**config.mk**
```make
export PLATFORM = sky130hd
export DESIGN_NAME = crtc_sync_gen
export DESIGN_NICKNAME = d
export VERILOG_FILES = /design/src/rtl/crtc_sync_pkg.sv /design/src/rtl/crtc_timing_counters.sv /design/src/rtl/crtc_hsync_unit.sv /design/src/rtl/crtc_vsync_unit.sv /design/src/rtl/crtc_sync_gen.sv
export SDC_FILE = /design/constraint.sdc
export NUM_CORES = 1
export LEC_CHECK = 0
export ABC_AREA = 0
export BUFFER_PORTS_ARGS = -buffer_cell sky130_fd_sc_hd__buf_2
export CAP_MARGIN = 20
export CORE_ASPECT_RATIO = 1.5
export CORE_UTILIZATION = 60
export CTS_BUF_LIST = sky130_fd_sc_hd__clkbuf_8
export DETAILED_ROUTE_END_ITERATION = 10
export PLACE_DENSITY = 0.87
export SLEW_MARGIN = 20
export SYNTH_ARGS = -nofsm -noshare
export SYNTH_HDL_FRONTEND = slang
export SYNTH_HIERARCHICAL = 1
export SYNTH_SLANG_ARGS = --single-unit
```
**constraint.sdc**
```tcl
create_clock -name clk -period 3.48 [get_ports clk]
set_clock_uncertainty 0.1 [all_clocks]
set_input_delay 0.348 -clock clk [delete_from_list [all_inputs] [get_ports clk]]
set_output_delay 0.348 -clock clk [all_outputs]
set_load 0.01 [all_outputs]
```
**src/rtl/crtc_sync_pkg.sv**
```systemverilog
package crtc_sync_pkg;

  typedef logic [2:0] behav_t;

  // Flavours 3 and 4 (and unused codes above) share the late-output group.
  function automatic logic late_group(input behav_t b);
    return (b >= 3'd3);
  endfunction

  function automatic logic zero_width_full(input behav_t b);
    return (b >= 3'd2);
  endfunction

  function automatic logic allows_contiguous(input behav_t b);
    return (b != 3'd0);
  endfunction

  function automatic logic ghost_capable(input behav_t b);
    return (b == 3'd2);
  endfunction

endpackage

```
**src/rtl/crtc_timing_counters.sv**
```systemverilog
module crtc_timing_counters #(
  parameter int HW = 8,
  parameter int VW = 7,
  parameter int SW = 5
) (
  input  logic          clk,
  input  logic          rst,
  input  logic [HW-1:0] h_total,
  input  logic [SW-1:0] max_scan,
  input  logic [VW-1:0] v_total,
  output logic [HW-1:0] h_cnt,
  output logic [SW-1:0] l_cnt,
  output logic [VW-1:0] r_cnt,
  output logic          field_odd,
  output logic          line_wrap,
  output logic          frame_wrap
);

  logic row_wrap;

  always_comb begin
    line_wrap  = (h_cnt == h_total);
    row_wrap   = line_wrap && (l_cnt == max_scan);
    frame_wrap = row_wrap && (r_cnt == v_total);
  end

  always_ff @(posedge clk) begin
    if (rst) begin
      h_cnt     <= '0;
      l_cnt     <= '0;
      r_cnt     <= '0;
      field_odd <= 1'b0;
    end else begin
      h_cnt <= line_wrap ? '0 : h_cnt + 1'b1;
      if (line_wrap) l_cnt <= row_wrap ? '0 : l_cnt + 1'b1;
      if (row_wrap)  r_cnt <= frame_wrap ? '0 : r_cnt + 1'b1;
      if (frame_wrap) field_odd <= ~field_odd;
    end
  end

  AST_H_WRAPS_TO_ZERO: assert property (@(posedge clk) disable iff (rst)
    line_wrap |=> (h_cnt == '0));
  AST_FIELD_FLIPS: assert property (@(posedge clk) disable iff (rst)
    frame_wrap |=> (field_odd != $past(field_odd)));

endmodule

```
**src/rtl/crtc_hsync_unit.sv**
```systemverilog
module crtc_hsync_unit
  import crtc_sync_pkg::*;
#(
  parameter int HW = 8,
  parameter int WW = 4
) (
  input  logic          clk,
  input  logic          rst,
  input  behav_t        behaviour,
  input  logic [HW-1:0] h_cnt,
  input  logic [HW-1:0] h_sync_pos,
  input  logic [WW-1:0] h_sync_width,
  output logic          hs_active,
  output logic          hsync
);

  logic [WW-1:0] wcnt;
  logic [WW-1:0] wcnt_inc;
  logic          hs_dly;
  logic          pos_hit;
  logic          may_start;
  logic          end_hit;

  always_comb begin
    wcnt_inc  = wcnt + 1'b1;
    pos_hit   = (h_cnt == h_sync_pos);
    may_start = (h_sync_width != '0) || zero_width_full(behaviour);
    end_hit   = (wcnt_inc == h_sync_width);
  end

  always_ff @(posedge clk) begin
    if (rst) begin
      hs_active <= 1'b0;
      wcnt      <= '0;
      hs_dly    <= 1'b0;
    end else begin
      hs_dly <= hs_active;
      if (!hs_active) begin
        if (pos_hit && may_start) begin
          hs_active <= 1'b1;
          wcnt      <= '0;
        end
      end else if (end_hit) begin
        if (pos_hit && allows_contiguous(behaviour)) wcnt <= '0;
        else hs_active <= 1'b0;
      end else begin
        wcnt <= wcnt_inc;
      end
    end
  end

  assign hsync = late_group(behaviour) ? hs_dly : hs_active;

  AST_HS_ZERO_WIDTH_OFF: assert property (@(posedge clk) disable iff (rst)
    (behaviour < 3'd2 && h_sync_width == '0 && !hs_active) |=> !hs_active);
  AST_HS_END_WINS: assert property (@(posedge clk) disable iff (rst)
    (behaviour == 3'd0 && hs_active && end_hit) |=> !hs_active);
  AST_HS_CONTIGUOUS: assert property (@(posedge clk) disable iff (rst)
    (behaviour != 3'd0 && hs_active && end_hit && pos_hit) |=> hs_active);

endmodule

```
**src/rtl/crtc_vsync_unit.sv**
```systemverilog
module crtc_vsync_unit
  import crtc_sync_pkg::*;
#(
  parameter int HW     = 8,
  parameter int VW     = 7,
  parameter int SW     = 5,
  parameter int VS_LEN = 16
) (
  input  logic          clk,
  input  logic          rst,
  input  behav_t        behaviour,
  input  logic [1:0]    interlace,
  input  logic          field_odd,
  input  logic [HW-1:0] h_cnt,
  input  logic [SW-1:0] l_cnt,
  input  logic [VW-1:0] r_cnt,
  input  logic [HW-1:0] h_total,
  input  logic [VW-1:0] v_sync_pos,
  input  logic          line_wrap,
  input  logic          hs_active,
  output logic          vsync,
  output logic          vsync_busy
);

  localparam int LW = (VS_LEN > 1) ? $clog2(VS_LEN) : 1;
  localparam logic [LW-1:0] LAST_LINE = LW'(VS_LEN - 1);

  logic [LW-1:0] lines;
  logic          mid_line;
  logic [HW-1:0] start_col;
  logic          start;
  logic          ghost;

  always_comb begin
    mid_line  = interlace[0] && !field_odd;
    start_col = mid_line ? (h_total >> 1) : '0;
    if (late_group(behaviour))
      start = (r_cnt == v_sync_pos) && (l_cnt == '0) && (h_cnt == start_col);
    else
      start = (r_cnt == v_sync_pos) && (!mid_line || h_cnt == start_col);
    ghost = ghost_capable(behaviour) && hs_active;
  end

  always_ff @(posedge clk) begin
    if (rst) begin
      vsync_busy <= 1'b0;
      vsync      <= 1'b0;
      lines      <= '0;
    end else if (!vsync_busy) begin
      if (start) begin
        vsync_busy <= 1'b1;
        vsync      <= !ghost;
        lines      <= '0;
      end
    end else if (line_wrap) begin
      if (lines == LAST_LINE) begin
        vsync_busy <= 1'b0;
        vsync      <= 1'b0;
      end else begin
        lines <= lines + 1'b1;
      end
    end
  end

  AST_VS_PIN_NEEDS_BUSY: assert property (@(posedge clk) disable iff (rst)
    vsync |-> vsync_busy);
  AST_VS_HOLDS_BETWEEN_WRAPS: assert property (@(posedge clk) disable iff (rst)
    (vsync_busy && !line_wrap) |=> vsync_busy);
  AST_VS_GHOST_QUIET: assert property (@(posedge clk) disable iff (rst)
    (!vsync_busy && start && ghost) |=> (vsync_busy && !vsync));

endmodule

```
**src/rtl/crtc_sync_gen.sv**
```systemverilog
module crtc_sync_gen
  import crtc_sync_pkg::*;
#(
  parameter int HW     = 8,
  parameter int VW     = 7,
  parameter int SW     = 5,
  parameter int WW     = 4,
  parameter int VS_LEN = 16
) (
  input  logic          clk,
  input  logic          rst,
  input  logic [2:0]    behaviour,
  input  logic [1:0]    interlace,
  input  logic [HW-1:0] h_total,
  input  logic [HW-1:0] h_sync_pos,
  input  logic [WW-1:0] h_sync_width,
  input  logic [VW-1:0] v_total,
  input  logic [VW-1:0] v_sync_pos,
  input  logic [SW-1:0] max_scan,
  output logic          hsync,
  output logic          vsync,
  output logic          vsync_busy
);

  logic [HW-1:0] h_cnt;
  logic [SW-1:0] l_cnt;
  logic [VW-1:0] r_cnt;
  logic          field_odd;
  logic          line_wrap;
  logic          frame_wrap;
  logic          hs_active;

  crtc_timing_counters #(.HW(HW), .VW(VW), .SW(SW)) u_cnt (
    .clk(clk), .rst(rst), .h_total(h_total), .max_scan(max_scan),
    .v_total(v_total), .h_cnt(h_cnt), .l_cnt(l_cnt), .r_cnt(r_cnt),
    .field_odd(field_odd), .line_wrap(line_wrap), .frame_wrap(frame_wrap)
  );

  crtc_hsync_unit #(.HW(HW), .WW(WW)) u_hs (
    .clk(clk), .rst(rst), .behaviour(behaviour), .h_cnt(h_cnt),
    .h_sync_pos(h_sync_pos), .h_sync_width(h_sync_width),
    .hs_active(hs_active), .hsync(hsync)
  );

  crtc_vsync_unit #(.HW(HW), .VW(VW), .SW(SW), .VS_LEN(VS_LEN)) u_vs (
    .clk(clk), .rst(rst), .behaviour(behaviour), .interlace(interlace),
    .field_odd(field_odd), .h_cnt(h_cnt), .l_cnt(l_cnt), .r_cnt(r_cnt),
    .h_total(h_total), .v_sync_pos(v_sync_pos), .line_wrap(line_wrap),
    .hs_active(hs_active), .vsync(vsync), .vsync_busy(vsync_busy)
  );

  AST_RESET_QUIET: assert property (@(posedge clk)
    $past(rst) |-> (!hsync && !vsync && !vsync_busy));

endmodule

```
==> impl_metrics.csv <==
group,metric,value,unit
run_status,status,"completed",
detailed_routing,wl,5234,um
synth,muxShareOfSynthArea,2.808,%
synth,synthSimpleGateAreaFrac,26.02,%
synth,synth_edf_count,0,
clock_network,cts.clk_slew.worst_paths,60,ps
critical_path,start_kind,"flip-flop",
floorplanning,dieWidth,51.26,um
pwr,power,785.9,uW
sta,period_share,71.23,%
clock_network,cts_buffers,5,
min_path,min_path_type,"in2reg",
sta,setup_violations,0,
clock_network,tritoncts,"done",
synth,synth_adder_area_share,2.865,%
sta,timing.fmax,403.4,MHz
grt,grt_start_max_net_pins,27,
clock_network,postCtsHoldBufs,0,
synth,synth-compound-area-share,14.33,%
grt,grt_pass1_vias,1955,
final_layout,multi_input_area,0.001478,mm2
synth,synth_largest_area_cell,"dfxtp_1",
clock_network,cts_resized,0,
clock_network,cts_setup_buffers,0,
place,gp_congestion,0.7951,
final_layout,layout-drive-gt1-share,21.67,%
grt,top_usage_layer,"met2",
critical_path,required,3550,ps
grt,grt_antenna_before_repair,0,
critical_path,cp_cell_sequence,"xnor2_1 -> nand4_2 -> nor4_4 -> o21ai_0 -> a32o_1",
grt,use_met1,27.16,%
critical_path,worstPathArrival,2550,ps
synth,synth_top_family_by_area,"simple AND/OR/NAND/NOR gates",
synth,synth_cells,248,
synth,synth.top_cell.area_share,30.26,%
detailed_routing,drc_errors,0,
synth,synthArstFlopShare,0,%
synth,synthXorXnorAreaFrac,21.66,%
critical_path,critPathCaptureType,"flip-flop",
floorplanning,die_h,75.88,um
place,dp_cells,335,
floorplanning,io_pins,49,
detailed_routing,drt-pass1-iter-count,4,
place,io_buffers,47,
synth,synth_nets,299,
synth,ys_top_cells_by_area,"dfxtp_1 30%, xnor2_1 13%, xor2_1 8.4%, nand3_1 3.4%, nor3_1 3.2%",
grt,use_met3,6.786,%
place,hpwl,3780,um
grt,grt_use_met2,57.60,%
final_layout,antennaDiodeCount,0,
final_layout,layout.nets,351,
detailed_routing,vias,2048,
grt,grt_overflow,0,
critical_path,critPathSlowestCell,"nor4_4",
clock_network,cts_max_path_buffers,2,
synth,ys_warn_count,6,
floorplanning,start_util,63.32,%
clock_network,root_buffer,"clkbuf_8",
synth,synth_commonest_cells,"33 x dfxtp_1, 33 x xnor2_1, 21 x xor2_1",
synth,netlist-cell-type-count,47,
synth,synth_ff_type,"dfxtp_1",
pwr,ir_drop,0.2171,mV
sta,period_needed,2479,ps
final_layout,regArea,660.6,um2
pwr,cellLeakagePower,1.004,nW
sta,rsz0062_at_grt,"no",
sta,final_max_slew_viol_count,0,
clock_network,clock-sinks,33,
floorplanning,rows,26,
final_layout,postLayoutCellArea,0.002542,mm2
detailed_routing,ant_nets,0,
flow_run,max-cap-violations,0,
sta,slew-limit-headroom,48.50,%
synth,seq_area_frac_synth,30.26,%
sta,fin_setup_tns,0,ps
final_layout,fillers,290,
grt,grt_first_pass_wirelength,8355,um
floorplanning,core,0.003448,mm2
place,placed_cell_area,0.002456,mm2
critical_path,critPathMaxFanout,14,
clock_network,htree_num_levels,2,
detailed_routing,viasPerCell,5.988,
synth,synth.avg_cell_area,8.804,um2
sta,hold_viol,0,
pwr,power_density,309.1,mW/mm2
sta,worst-slew-pin-transition,766.8,ps
detailed_routing,detail_route.wl_per_cell,15.30,um
critical_path,slowest_delay,780,ps
synth,ys_ff_latch,33,
final_layout,fin_cells,342,
floorplanning,die_area,0.003889,mm2
final_layout,area_delta_synth_final,16.45,%
grt,track_usage,28.83,%
detailed_routing,drt-initial-drc-count,70,
critical_path,worst-setup-path-type,"reg2reg",
clock_network,clock_latency,280,ps
synth,syn_area,0.002183,mm2
[sequential cells by signal (all words and copies together) (netlist names)]
signal / flops
u_vs/vsync: 1
u_cnt/r_cnt: 7
u_cnt/l_cnt: 5
u_cnt/field_odd: 1
u_vs/lines: 4
u_hs/wcnt: 4
u_hs/hs_dly: 1
u_vs/vsync_busy: 1
u_cnt/h_cnt: 8
u_hs/hs_active: 1
[worst max-delay path, delay by kind of cell (launching register included)]
kind	cells	cell delay, ps
compound gates	2	520
xor+xnor	1	190
simple gates	2	1060
flops	1	510
[through the flow]
step / util [%] / hold WS (ps) / setup slack (ps)
after detailed placement: 71.23 / 369.7 / 1066
after CTS: 73.73 / 331.5 / 1039
after global placement: 71.23 / 343.9 / 1097
after floorplan: - / 326.7 / 1458
final: 73.73 / 360.2 / 1001
after global routing: 73.73 / 353.6 / 842.2
[layout make-up]
class	count	share of cell area [%]
clock buffers	6	3.248
clock inverters	1	0.1476
inverters	8	1.181
multi-input cells	205	58.12
flip-flops and latches	33	25.98
well taps	42	2.067
repair buffers	47	9.252
[report_power, final]
group	total (mW)	internal (mW)	switching, mW
combinational	0.107	0.0523	0.0544
clock	0.290	0.154	0.136
sequential	0.389	0.381	0.00836
total	0.786	0.587	0.199
[final timing paths]
check,start,to,slack [ps],cells past startpoint
hold / removal,h_sync_width[2],u_hs/wcnt[2],360,4
setup reg to reg,u_cnt/h_cnt[2],u_cnt/r_cnt[4],1000,5
setup / recovery,u_cnt/h_cnt[2],u_cnt/r_cnt[4],1000,5
hold reg to reg,u_vs/vsync,u_vs/vsync,370,2
[cells in the final DEF, fill, tap and decap left out, drive strengths merged, types with 2 or more instances in the layout]
cell type,count
inv,9
o2bb2ai,2
nor2b,11
or4,2
o21a,2
o21ai,11
xor2,21
nor4,5
and2,3
nand3,15
nand2,12
nor3b,3
mux2i,5
or2,3
nand4,6
ha,5
o31a,2
o32a,2
nor2,15
and3,4
buf,47
a32o,3
a21boi,3
a21oi,6
nor3,14
xnor2,33
o311ai,2
nand3b,2
o41ai,3
dfxtp,33
clkbuf,6
[routing by layer]
metal | vias to the layer above | routed length [um]
li1 | 998 | -
met1 | 957 | 1990
met2 | 78 | 2820
met3 | 15 | 287
met4 | 0 | 135
met5 | - | 0
[cell families after synthesis]
| family | count (synthesis) |
|---|---|
| flip-flops | 33 |
| XOR/XNOR | 54 |
| AND/OR/NAND/NOR | 98 |
| buffers and inverters | 10 |
| AO/OA/AOI/OAI | 42 |
| multiplexers | 6 |
| adder cells (fa/ha/maj) | 5 |
Note: power is estimated with default switching activity, not from simulation.
